===== src/rtl/fdf_pkg.sv =====
package fdf_pkg;
  typedef enum logic [1:0] {ST_IDLE, ST_SEL, ST_READ, ST_CHK} fdf_state_e;

  localparam int BR_PEND_BIT = 0;
  localparam int BR_INT_BIT  = 1;
  localparam int CMD_PAL_BIT = 26;
  localparam int LEN_TOP_BIT = 20;

  localparam logic [2:0] RS_NEXT = 3'd0;
  localparam logic [2:0] RS_SRC  = 3'd1;
  localparam logic [2:0] RS_ID   = 3'd2;
  localparam logic [2:0] RS_CMD  = 3'd3;
  localparam logic [2:0] RS_BR   = 3'd4;
  localparam logic [2:0] RS_LEN  = 3'd5;
  localparam logic [2:0] RS_PAL  = 3'd6;
endpackage


===== src/rtl/fdf_chan_regs.sv =====
module fdf_chan_regs #(
  parameter int unsigned W = 32
) (
  input  logic         clk_i,
  input  logic         rst_ni,
  input  logic         sw_next_we_i,
  input  logic         sw_br_we_i,
  input  logic [W-1:0] sw_data_i,
  input  logic         clr_src_i,
  input  logic         ld_en_i,
  input  logic [1:0]   ld_idx_i,
  input  logic [W-1:0] ld_data_i,
  input  logic         br_take_i,
  output logic [W-1:0] next_o,
  output logic [W-1:0] src_o,
  output logic [W-1:0] id_o,
  output logic [W-1:0] cmd_o,
  output logic [W-1:0] br_o
);
  import fdf_pkg::*;

  localparam logic [W-1:0] NEXT_MASK = ~W'(15);
  localparam logic [W-1:0] BR_MASK   = ~W'(12);

  always_ff @(posedge clk_i or negedge rst_ni) begin
    if (!rst_ni) begin
      next_o <= '0;
      src_o  <= '0;
      id_o   <= '0;
      cmd_o  <= '0;
      br_o   <= '0;
    end else begin
      if (sw_next_we_i) next_o <= sw_data_i & NEXT_MASK;
      if (sw_br_we_i) br_o <= sw_data_i & BR_MASK;
      else if (br_take_i) br_o[BR_PEND_BIT] <= 1'b0;
      if (clr_src_i) src_o <= '0;
      // descriptor load wins over a same-cycle software write
      if (ld_en_i) begin
        case (ld_idx_i)
          2'd0: next_o <= ld_data_i;
          2'd1: src_o  <= ld_data_i;
          2'd2: id_o   <= ld_data_i;
          default: cmd_o <= ld_data_i;
        endcase
      end
    end
  end

  AST_NEXT_ALIGNED: assert property (@(posedge clk_i) disable iff (!rst_ni)
    sw_next_we_i && !(ld_en_i && ld_idx_i == 2'd0) |=> next_o[3:0] == 4'd0);
  AST_BRANCH_SELF_CLEAR: assert property (@(posedge clk_i) disable iff (!rst_ni)
    br_take_i && !sw_br_we_i |=> !br_o[BR_PEND_BIT]);
  AST_SRC_CLEARED: assert property (@(posedge clk_i) disable iff (!rst_ni)
    clr_src_i && !ld_en_i |=> src_o == '0);
endmodule


===== src/rtl/fdf_win_chk.sv =====
module fdf_win_chk #(
  parameter int unsigned  W        = 32,
  parameter logic [W-1:0] MEM_BASE = 32'h0000_1000,
  parameter logic [W-1:0] MEM_SIZE = 32'h0000_1000
) (
  input  logic [W-1:0] desc_ptr_i,
  input  logic [W-1:0] src_i,
  output logic         desc_ok_o,
  output logic         src_ok_o
);
  localparam logic [W:0] LO = {1'b0, MEM_BASE};
  localparam logic [W:0] HI = {1'b0, MEM_BASE} + {1'b0, MEM_SIZE};

  logic [W:0] ptr_x, src_x;
  assign ptr_x = {1'b0, desc_ptr_i};
  assign src_x = {1'b0, src_i};

  // whole 16-byte descriptor must sit inside the window
  assign desc_ok_o = (ptr_x >= LO) && (ptr_x + (W+1)'(16) <= HI);
  // upper bound itself is accepted for the source
  assign src_ok_o  = (src_i != '0) && (src_x >= LO) && (src_x <= HI);
endmodule


===== src/rtl/fdf_seq.sv =====
module fdf_seq #(
  parameter int unsigned NUM_CH = 7,
  parameter int unsigned W      = 32,
  localparam int unsigned CW    = $clog2(NUM_CH)
) (
  input  logic              clk_i,
  input  logic              rst_ni,
  input  logic              frame_start_i,
  input  logic [NUM_CH-1:0] ch_en_i,
  input  logic [W-1:0]      cur_next_i,
  input  logic [W-1:0]      cur_br_i,
  input  logic              desc_ok_i,
  input  logic              src_ok_i,
  input  logic              mem_valid_i,
  output logic [CW-1:0]     cur_ch_o,
  output logic [W-1:0]      sel_ptr_o,
  output logic              clr_src_o,
  output logic              br_take_o,
  output logic              ld_en_o,
  output logic [1:0]        ld_idx_o,
  output logic              mem_req_o,
  output logic [W-1:0]      mem_addr_o,
  output logic [NUM_CH-1:0] bs_evt_o,
  output logic [NUM_CH-1:0] ber_evt_o,
  output logic              done_o
);
  import fdf_pkg::*;

  localparam logic [CW-1:0] LAST_CH = CW'(NUM_CH - 1);

  fdf_state_e        state_q;
  logic [CW-1:0]     ch_q;
  logic [1:0]        idx_q;
  logic [W-1:0]      ptr_q;
  logic [NUM_CH-1:0] bs_q, ber_q;
  logic              done_q;
  logic              pend, sel_en, last_ch;

  assign pend      = cur_br_i[BR_PEND_BIT];
  assign sel_ptr_o = pend ? (cur_br_i & ~W'(15)) : cur_next_i;
  assign sel_en    = (state_q == ST_SEL) && ch_en_i[ch_q];
  assign br_take_o = sel_en && pend;
  assign clr_src_o = (state_q == ST_IDLE) && frame_start_i;
  assign mem_req_o = (state_q == ST_READ);
  assign mem_addr_o = ptr_q + W'({idx_q, 2'b00});
  assign ld_en_o   = mem_req_o && mem_valid_i;
  assign ld_idx_o  = idx_q;
  assign last_ch   = (ch_q == LAST_CH);
  assign cur_ch_o  = ch_q;
  assign bs_evt_o  = bs_q;
  assign ber_evt_o = ber_q;
  assign done_o    = done_q;

  always_ff @(posedge clk_i or negedge rst_ni) begin
    if (!rst_ni) begin
      state_q <= ST_IDLE;
      ch_q    <= '0;
      idx_q   <= '0;
      ptr_q   <= '0;
      bs_q    <= '0;
      ber_q   <= '0;
      done_q  <= 1'b0;
    end else begin
      bs_q   <= '0;
      ber_q  <= '0;
      done_q <= 1'b0;
      case (state_q)
        ST_IDLE: begin
          if (frame_start_i) begin
            ch_q    <= '0;
            state_q <= ST_SEL;
          end
        end
        ST_SEL: begin
          if (!ch_en_i[ch_q]) begin
            if (last_ch) begin
              state_q <= ST_IDLE;
              done_q  <= 1'b1;
            end else begin
              ch_q <= ch_q + CW'(1);
            end
          end else begin
            ptr_q <= sel_ptr_o;
            idx_q <= '0;
            if (pend && cur_br_i[BR_INT_BIT]) bs_q[ch_q] <= 1'b1;
            state_q <= desc_ok_i ? ST_READ : ST_CHK;
          end
        end
        ST_READ: begin
          if (mem_valid_i) begin
            if (idx_q == 2'd3) state_q <= ST_CHK;
            else idx_q <= idx_q + 2'd1;
          end
        end
        default: begin
          if (!src_ok_i) ber_q[ch_q] <= 1'b1;
          if (last_ch) begin
            state_q <= ST_IDLE;
            done_q  <= 1'b1;
          end else begin
            ch_q    <= ch_q + CW'(1);
            state_q <= ST_SEL;
          end
        end
      endcase
    end
  end

  AST_REQ_HELD: assert property (@(posedge clk_i) disable iff (!rst_ni)
    mem_req_o && !mem_valid_i |=> mem_req_o && $stable(mem_addr_o));
  AST_EVT_SINGLE: assert property (@(posedge clk_i) disable iff (!rst_ni)
    $onehot0(bs_evt_o) && $onehot0(ber_evt_o));
  AST_DONE_QUIET: assert property (@(posedge clk_i) disable iff (!rst_ni)
    done_o |-> !mem_req_o && !$past(done_o));
  AST_BS_NEEDS_PEND: assert property (@(posedge clk_i) disable iff (!rst_ni)
    (bs_evt_o != '0) |-> $past(br_take_o));
endmodule


===== src/rtl/frame_desc_fetcher.sv =====
module frame_desc_fetcher #(
  parameter int unsigned  NUM_CH   = 7,
  parameter int unsigned  W        = 32,
  parameter logic [W-1:0] MEM_BASE = 32'h0000_1000,
  parameter logic [W-1:0] MEM_SIZE = 32'h0000_1000,
  localparam int unsigned CW       = $clog2(NUM_CH)
) (
  input  logic              clk_i,
  input  logic              rst_ni,
  input  logic              frame_start_i,
  input  logic              lcd_en_i,
  input  logic              dual_scan_i,
  input  logic              ovl1_en_i,
  input  logic              ovl2_en_i,
  input  logic              cursor_en_i,
  input  logic              wr_en_i,
  input  logic              wr_branch_i,
  input  logic [CW-1:0]     wr_ch_i,
  input  logic [W-1:0]      wr_data_i,
  input  logic [CW-1:0]     rd_ch_i,
  input  logic [2:0]        rd_sel_i,
  output logic [W-1:0]      rd_data_o,
  output logic              mem_req_o,
  output logic [W-1:0]      mem_addr_o,
  input  logic              mem_valid_i,
  input  logic [W-1:0]      mem_rdata_i,
  output logic [NUM_CH-1:0] bs_evt_o,
  output logic [NUM_CH-1:0] ber_evt_o,
  output logic              done_o
);
  import fdf_pkg::*;

  localparam logic [W-1:0] LEN_MASK = (W'(1) << (LEN_TOP_BIT + 1)) - W'(4);

  logic [NUM_CH-1:0] ch_en;
  logic [W-1:0] next_a [NUM_CH];
  logic [W-1:0] src_a  [NUM_CH];
  logic [W-1:0] id_a   [NUM_CH];
  logic [W-1:0] cmd_a  [NUM_CH];
  logic [W-1:0] br_a   [NUM_CH];
  logic [CW-1:0] cur_ch;
  logic [W-1:0]  sel_ptr;
  logic          clr_src, br_take, ld_en, desc_ok, src_ok;
  logic [1:0]    ld_idx;

  for (genvar g = 0; g < NUM_CH; g++) begin : g_ch
    if (g == 0) begin : g_en0
      assign ch_en[g] = lcd_en_i;
    end else if (g == 1) begin : g_en1
      assign ch_en[g] = ovl1_en_i | dual_scan_i;
    end else if (g <= 4) begin : g_en_ovl2
      assign ch_en[g] = ovl2_en_i;
    end else if (g == 5) begin : g_en_cur
      assign ch_en[g] = cursor_en_i;
    end else begin : g_en_off
      assign ch_en[g] = 1'b0;
    end

    fdf_chan_regs #(.W(W)) u_regs (
      .clk_i        (clk_i),
      .rst_ni       (rst_ni),
      .sw_next_we_i (wr_en_i && !wr_branch_i && (wr_ch_i == CW'(g))),
      .sw_br_we_i   (wr_en_i && wr_branch_i && (wr_ch_i == CW'(g))),
      .sw_data_i    (wr_data_i),
      .clr_src_i    (clr_src),
      .ld_en_i      (ld_en && (cur_ch == CW'(g))),
      .ld_idx_i     (ld_idx),
      .ld_data_i    (mem_rdata_i),
      .br_take_i    (br_take && (cur_ch == CW'(g))),
      .next_o       (next_a[g]),
      .src_o        (src_a[g]),
      .id_o         (id_a[g]),
      .cmd_o        (cmd_a[g]),
      .br_o         (br_a[g])
    );
  end

  fdf_win_chk #(.W(W), .MEM_BASE(MEM_BASE), .MEM_SIZE(MEM_SIZE)) u_win (
    .desc_ptr_i (sel_ptr),
    .src_i      (src_a[cur_ch]),
    .desc_ok_o  (desc_ok),
    .src_ok_o   (src_ok)
  );

  fdf_seq #(.NUM_CH(NUM_CH), .W(W)) u_seq (
    .clk_i         (clk_i),
    .rst_ni        (rst_ni),
    .frame_start_i (frame_start_i),
    .ch_en_i       (ch_en),
    .cur_next_i    (next_a[cur_ch]),
    .cur_br_i      (br_a[cur_ch]),
    .desc_ok_i     (desc_ok),
    .src_ok_i      (src_ok),
    .mem_valid_i   (mem_valid_i),
    .cur_ch_o      (cur_ch),
    .sel_ptr_o     (sel_ptr),
    .clr_src_o     (clr_src),
    .br_take_o     (br_take),
    .ld_en_o       (ld_en),
    .ld_idx_o      (ld_idx),
    .mem_req_o     (mem_req_o),
    .mem_addr_o    (mem_addr_o),
    .bs_evt_o      (bs_evt_o),
    .ber_evt_o     (ber_evt_o),
    .done_o        (done_o)
  );

  always_comb begin
    case (rd_sel_i)
      RS_NEXT: rd_data_o = next_a[rd_ch_i];
      RS_SRC:  rd_data_o = src_a[rd_ch_i];
      RS_ID:   rd_data_o = id_a[rd_ch_i];
      RS_CMD:  rd_data_o = cmd_a[rd_ch_i];
      RS_BR:   rd_data_o = br_a[rd_ch_i];
      RS_LEN:  rd_data_o = cmd_a[rd_ch_i] & LEN_MASK;
      RS_PAL:  rd_data_o = W'(cmd_a[rd_ch_i][CMD_PAL_BIT]);
      default: rd_data_o = '0;
    endcase
  end

  AST_REQ_IN_WINDOW: assert property (@(posedge clk_i) disable iff (!rst_ni)
    mem_req_o |-> ({1'b0, mem_addr_o} >= {1'b0, MEM_BASE}) &&
                  ({1'b0, mem_addr_o} + (W+1)'(4) <= {1'b0, MEM_BASE} + {1'b0, MEM_SIZE}));
  AST_DISABLED_NO_EVT: assert property (@(posedge clk_i) disable iff (!rst_ni)
    ((bs_evt_o | ber_evt_o) & ~$past(ch_en)) == '0);
endmodule


===== config.mk =====
export PLATFORM = sky130hd
export DESIGN_NAME = frame_desc_fetcher
export DESIGN_NICKNAME = d
export VERILOG_FILES = /design/src/rtl/fdf_pkg.sv /design/src/rtl/fdf_chan_regs.sv /design/src/rtl/fdf_win_chk.sv /design/src/rtl/fdf_seq.sv /design/src/rtl/frame_desc_fetcher.sv
export SDC_FILE = /design/constraint.sdc
export NUM_CORES = 2
export LEC_CHECK = 0
export BUFFER_PORTS_ARGS = -buffer_cell sky130_fd_sc_hd__buf_2
export CELL_PAD_IN_SITES_DETAIL_PLACEMENT = 1
export CELL_PAD_IN_SITES_GLOBAL_PLACEMENT = 1
export CORE_MARGIN = 4
export CORE_UTILIZATION = 28
export CTS_CLUSTER_SIZE = 28
export DETAILED_ROUTE_END_ITERATION = 10
export HOLD_SLACK_MARGIN = 0.06
export PLACE_DENSITY_LB_ADDON = 0.1
export REMOVE_ABC_BUFFERS = 1
export SETUP_SLACK_MARGIN = 0.3
export SYNTH_ARGS = -nofsm -noshare
export SYNTH_HDL_FRONTEND = slang
export SYNTH_HIERARCHICAL = 1
export SYNTH_SLANG_ARGS = --single-unit

===== constraint.sdc =====
create_clock -name clk_i -period 7.4 [get_ports clk_i]
set_input_delay 0.37 -clock clk_i [delete_from_list [all_inputs] [get_ports clk_i]]
set_output_delay 0.37 -clock clk_i [all_outputs]
set_load 0.01 [all_outputs]

* Word-level counts from Yosys, hierarchy flattened
Index checks and enable logic that the tools add are counted.
W data, S select, Z words.
** Word-level totals
- Input port bits :: 84
- Flip-flop bits (word level) :: 1160
** Operators by class
- Mux-type cells :: 110
- Equal/unequal tests :: 30
- Order comparisons :: 8
- Add/sub/neg operators :: 4
- Reductions and logical operators :: 75
- Bitwise operators :: 5
** Operators by type and width (count)
- $mux W32 :: 59
- $bmux W32 S3 :: 8
- $pmux W32 S7 :: 1
- $ge A32 B13 Y1 const B :: 2
- $logic_and A1 B1 Y1 :: 39
- $mux W7 :: 5
- $add A32 B5 Y33 const B :: 1
- $le A33 B14 Y1 const B :: 1
- $add A32 B4 Y32 :: 1
- $le A32 B14 Y1 const B :: 1
- $reduce_bool A32 Y1 :: 1
- $reduce_and A2 Y1 :: 15
- $eq A3 B3 Y1 const B :: 9
- $mux W1 :: 20
- $eq A3 B2 Y1 const B :: 6
- $mux W2 :: 8
- $reduce_bool A2 Y1 :: 8
- $ne A2 B2 Y1 const B :: 6
- $eq A3 B1 Y1 const B :: 3
- $logic_not A3 Y1 :: 3
- $mux W3 :: 3
- $pmux W3 S3 :: 1
- $ge A4 B4 Y1 const B :: 2
- $not A3 Y4 :: 2
- other kinds (20) :: 27

* Longest topological paths before layout
- Word-level depth :: 11
- Mapped depth :: 18

* Cells and area by module
The synthesis kept the hierarchy.
** Modules (own cells, without submodules)
- fdf_chan_regs :: cells each 411, times used 7, area an instance 6560.0 um^2
- frame_desc_fetcher :: cells each 1679, times used 1, area an instance 15264.6 um^2
- fdf_seq :: cells each 281, times used 1, area an instance 3258.1 um^2
- fdf_win_chk :: cells each 65, times used 1, area an instance 456.7 um^2

* Worst setup path before layout
OpenSTA, ideal clock, no wires.
- Path kind :: register to register
- From :: register u_seq.ch_q[1], in the netlist u_seq/cur_ch_o[1]
- To :: register u_seq.state_q[0]
- Arrival time :: 4.222 ns
- Cell stages (with the launch flop) :: 19
- Period minus slack after synthesis :: 4.348 ns
- Path slack :: 3.052 ns
- Data required time :: 7.274 ns
- Buffers on the path :: 6
- Library setup time :: 0.126 ns
- Cell sequence :: dfrtp_1 -> clkbuf_1 -> nor2b_1 -> clkbuf_1 -> clkbuf_1 -> clkbuf_1 -> nand2_1 -> o21ai_0 -> mux2_2 -> clkbuf_1 -> buf_1 -> mux2_2 -> or3_1 -> or3_1 -> nor4b_2 -> o22ai_1 -> nor4_2 -> and4_1 -> nor3_1
** On the way
- Word-level cells in the longest chain between the ends :: 11
** RTL lines
- start, declared :: line fdf_seq.sv:32 : logic [CW-1:0] ch_q;
- start signal, assigned :: line fdf_seq.sv:80 : ch_q <= ch_q + CW'(1);
- start signal, assigned :: line fdf_seq.sv:101 : ch_q <= ch_q + CW'(1);
- $not A3 Y4 (not written as such) * :: line frame_desc_fetcher.sv:90, frame_desc_fetcher.sv:91
- $bmux W32 S3, on equally long branches :: line frame_desc_fetcher.sv:90, frame_desc_fetcher.sv:91
- $mux W32, on equally long branches (2 in a row) :: line frame_desc_fetcher.sv:90, frame_desc_fetcher.sv:91
- $mux W32 * :: line fdf_seq.sv:40 : assign sel_ptr_o = pend ? (cur_br_i & ~W'(15)) : cur_next_i;
- via sel_ptr[25] :: line frame_desc_fetcher.sv:42 : logic [W-1:0] sel_ptr;
- $add A32 B5 Y33 :: line fdf_win_chk.sv:19 : assign desc_ok_o = (ptr_x >= LO) && (ptr_x + (W+1)'(16) <= HI);
- $le A33 B14 Y1 :: line fdf_win_chk.sv:19
- $logic_and A1 B1 Y1 * :: line fdf_win_chk.sv:19
- via desc_ok :: line frame_desc_fetcher.sv:43 : logic clr_src, br_take, ld_en, desc_ok, src_ok;
- $mux W1 * :: line fdf_seq.sv:86 : state_q <= desc_ok_i ? ST_READ : ST_CHK;
- $mux W2 * :: line fdf_seq.sv:75 : if (!ch_en_i[ch_q]) begin
- $pmux W2 S3 * :: line fdf_seq.sv:67 : case (state_q)
- end signal, assigned :: line fdf_seq.sv:86
- end, declared :: line fdf_seq.sv:31 : fdf_state_e state_q;
Mark *: on every way through the listed nets, which the timed path passes. The rest lies on a longest branch. The select of a mux whose other input is x is not followed.
A chain may end at the register's enable or synchronous reset.

* Worst setup path after layout
- From :: register u_seq.ch_q[0], in the netlist u_seq/cur_ch_o[0]
- To :: register u_seq.state_q[0]
Same word-level chain as after synthesis.

==> qor.txt <==
Synth warn: 6
Post-Route WL: 252,000 µm
CTS Buf Count: 149
Setup crit start kind: flop
DRC Markers: 0
Relative slew margins: 14.5%
Worst r2r dst: u_seq/state_q[0]$_DFFE_PN0P_
Switching part of the total power: 33.6%
RSZ-0062 raised after global routing: false
Largest net degree at the start of global routing: 150
Switching power: 7.80 mW
First DRT Iteration DRCs: 2,444
Post-layout min period: 4.87 ns
Max Cap Viol: 0
Hold Vio Cnt, Final: 0
First-pass GRT wire length: 360,000 µm
Gr usage total: 20.8%
Post-DR wirelength/cell: 31.1 µm
Clock slew at the register clock pins of the worst setup and hold paths: 0.06 ns
Pwr Density: 315 nW/µm²
Crit path max fanout: 30
Period Utilization, post-route: 65.8%
Cells after synthesis: 4,891
Slew Viols, Final: 0
Skew final: 0.0216 ns
Worst skew pair latency: 0.79 ns
Overflow left after global routing: 0
Via/cell ratio: 5.29
Initial antenna violation count: 30
CP required: 8.07 ns
Vias in the first global route: 45,800
Core Area: 230,000 µm²
RR Startpoint: u_seq/cur_ch_o[0]$_DFFE_PN0P_
Final-report setup violation count: 0
Hold Path Class: primary input to async pin
Synthesized area: 64,800 µm²
Final Net Count: 5,038
Worst-case reg-to-reg path depth: 12
Maximum buffer depth of the clock tree: 3
CTS Root Cell: clkbuf_16
CP Capture Type: flop
Final HPWL DP: 144,000 µm
Die area: 239,000 µm²
Rows: 176
Vias post-DR: 42,800
Post-Syn Area per Cell: 13.2 µm²
H-tree Lvls: 4
Antenna Nets Post-Route: 0
Share of cells above drive strength 1: 45.0%
Sink Count: 1,160
Die W: 489 µm
First-pass iteration count of the detailed router: 7
Max IR drop VDD: 0.280 mV
Initial Util: 28.2%
Comb pwr share: 32.7%
Pint: 15.4 mW
Fill cells: 24,100
Clk pwr share: 31.2%
Area grow syn2layout: 13.7%
I/O pins: 164
Worst-Margin Slew: 1.27 ns
Layout Utilization: 32.0%
Setup slack, reg-to-reg: 2.53 ns
Status: finished, final reports clean
CTS tree: yes
Fmax: 205 MHz
Classification of the worst setup path: flop to flop
LEAKAGE: 33.5 nW
Hold WS: 0.146 ns
Tot Pwr: 23.2 mW
Die height: 489 µm
Worst EP arrival: 5.54 ns
IO Port Bufs: 161
GP Congestion: 0.749
Sequential share of power: 36.1%
==> routing by layer <==
| layer | routed length [µm] | track usage, % |
|---|---|---|
| met4 | 4510 | 4.16 |
| met5 | 56 | 0 |
| met1 | 123000 | 30.4 |
| met2 | 114000 | 32.8 |
| met3 | 9550 | 3.06 |
==> registers in the layout (all words and copies together) (netlist names) <==
signal,cells
u_seq/ld_idx_o,2
g_ch.u_regs/src_o,224
u_seq/state_q,2
u_seq/done_o,1
g_ch.u_regs/id_o,224
g_ch.u_regs/br_o,210
g_ch.u_regs/cmd_o,224
g_ch.u_regs/next_o,224
u_seq/bs_evt_o,7
u_seq/cur_ch_o,3
u_seq/ptr_q,32
u_seq/ber_evt_o,7
==> placed cells by master (no fill, tap or decap), types with 31 or more instances in the layout <==
master	n
a211oi_1	49
a21oi_1	83
a22o_1	42
buf_2	157
buf_4	89
clkbuf_1	44
clkbuf_16	153
clkbuf_8	33
dfrtp_1	1157
dlygate4sd3_1	34
mux2_2	1278
mux2_4	230
mux2i_1	235
mux4_2	219
nand2_1	172
nor2_1	84
nor2b_1	294
nor4_1	31
o211ai_1	90
o21ai_0	112
o22ai_1	39
o2bb2ai_1	53
==> how the worst max path moves through the flow <==
stage,startpoint,end,slack [ns]
after floorplan,u_seq/state_q[0]$_DFFE_PN0P_,u_seq/cur_ch_o[2]$_DFFE_PN0P_,-6.01
after global placement,u_seq/cur_ch_o[0]$_DFFE_PN0P_,u_seq/state_q[0]$_DFFE_PN0P_,2.41
after CTS,u_seq/cur_ch_o[0]$_DFFE_PN0P_,u_seq/state_q[0]$_DFFE_PN0P_,2.41
after global routing,u_seq/cur_ch_o[0]$_DFFE_PN0P_,u_seq/state_q[0]$_DFFE_PN0P_,2.23
final,u_seq/cur_ch_o[0]$_DFFE_PN0P_,u_seq/state_q[0]$_DFFE_PN0P_,2.53
after detailed placement,u_seq/cur_ch_o[0]$_DFFE_PN0P_,u_seq/state_q[0]$_DFFE_PN0P_,2.42
==> power groups by stage <==
stage / clock (mW) / combinational (mW) / sequential (mW)
2_1_floorplan: 0 / 5.03 / 8.47
3_3_place_gp: 0 / 7.58 / 8.45
3_5_place_dp: 0 / 7.65 / 8.48
6_report: 7.24 / 7.60 / 8.39
4_1_cts: 7.49 / 7.70 / 8.38
5_1_grt: 7.73 / 8.13 / 8.54
==> layout make-up <==
cell class	instances	area (µm²)	area share, %
multi-input combinational	3327	33900	45.9
sequential	1160	29000	39.4
clock buffer	230	4450	6.04
tap	3026	3790	5.14
timing repair buffer	302	2220	3.01
clock inverter	27	279	0.379
antenna	13	32.5	0.0441
inverter	8	30.0	0.0407
==> worst max-delay path: stages (launching register included) <==
cell	delay [ns]
dfrtp_4	0.69
buf_4	0.39
o21ai_0	0.21
mux2_2	0.55
buf_4	0.56
mux2_2	0.53
or3_1	0.37
or3_1	0.36
nor4b_2	0.26
o22ai_1	0.14
nor4_2	0.33
and4_1	0.24
nor3_1	0.04
==> stage by stage <==
| step | cell area (µm²) | TNS (ns) | std cells | setup slack, ns |
|---|---|---|---|---|
| after CTS | 73700 | 0 | 8080 | 2.41 |
| after floorplan | 62600 | -1584.16 | 4495 | -6.01 |
| final | 73700 | 0 | 8093 | 2.53 |
| after global routing | 73700 | 0 | 8082 | 2.23 |
| after detailed placement | 68600 | 0 | 7789 | 2.42 |
| after global placement | 68600 | 0 | 7789 | 2.41 |
==> repair_timing <==
action / in CTS / in global routing
hold buffers: 34 / 0
hold endpoints to repair: 303 / 0
setup buffers: 0 / 0
gates resized for setup: 0 / 0
No activity file was read; power rests on OpenSTA's default activity.
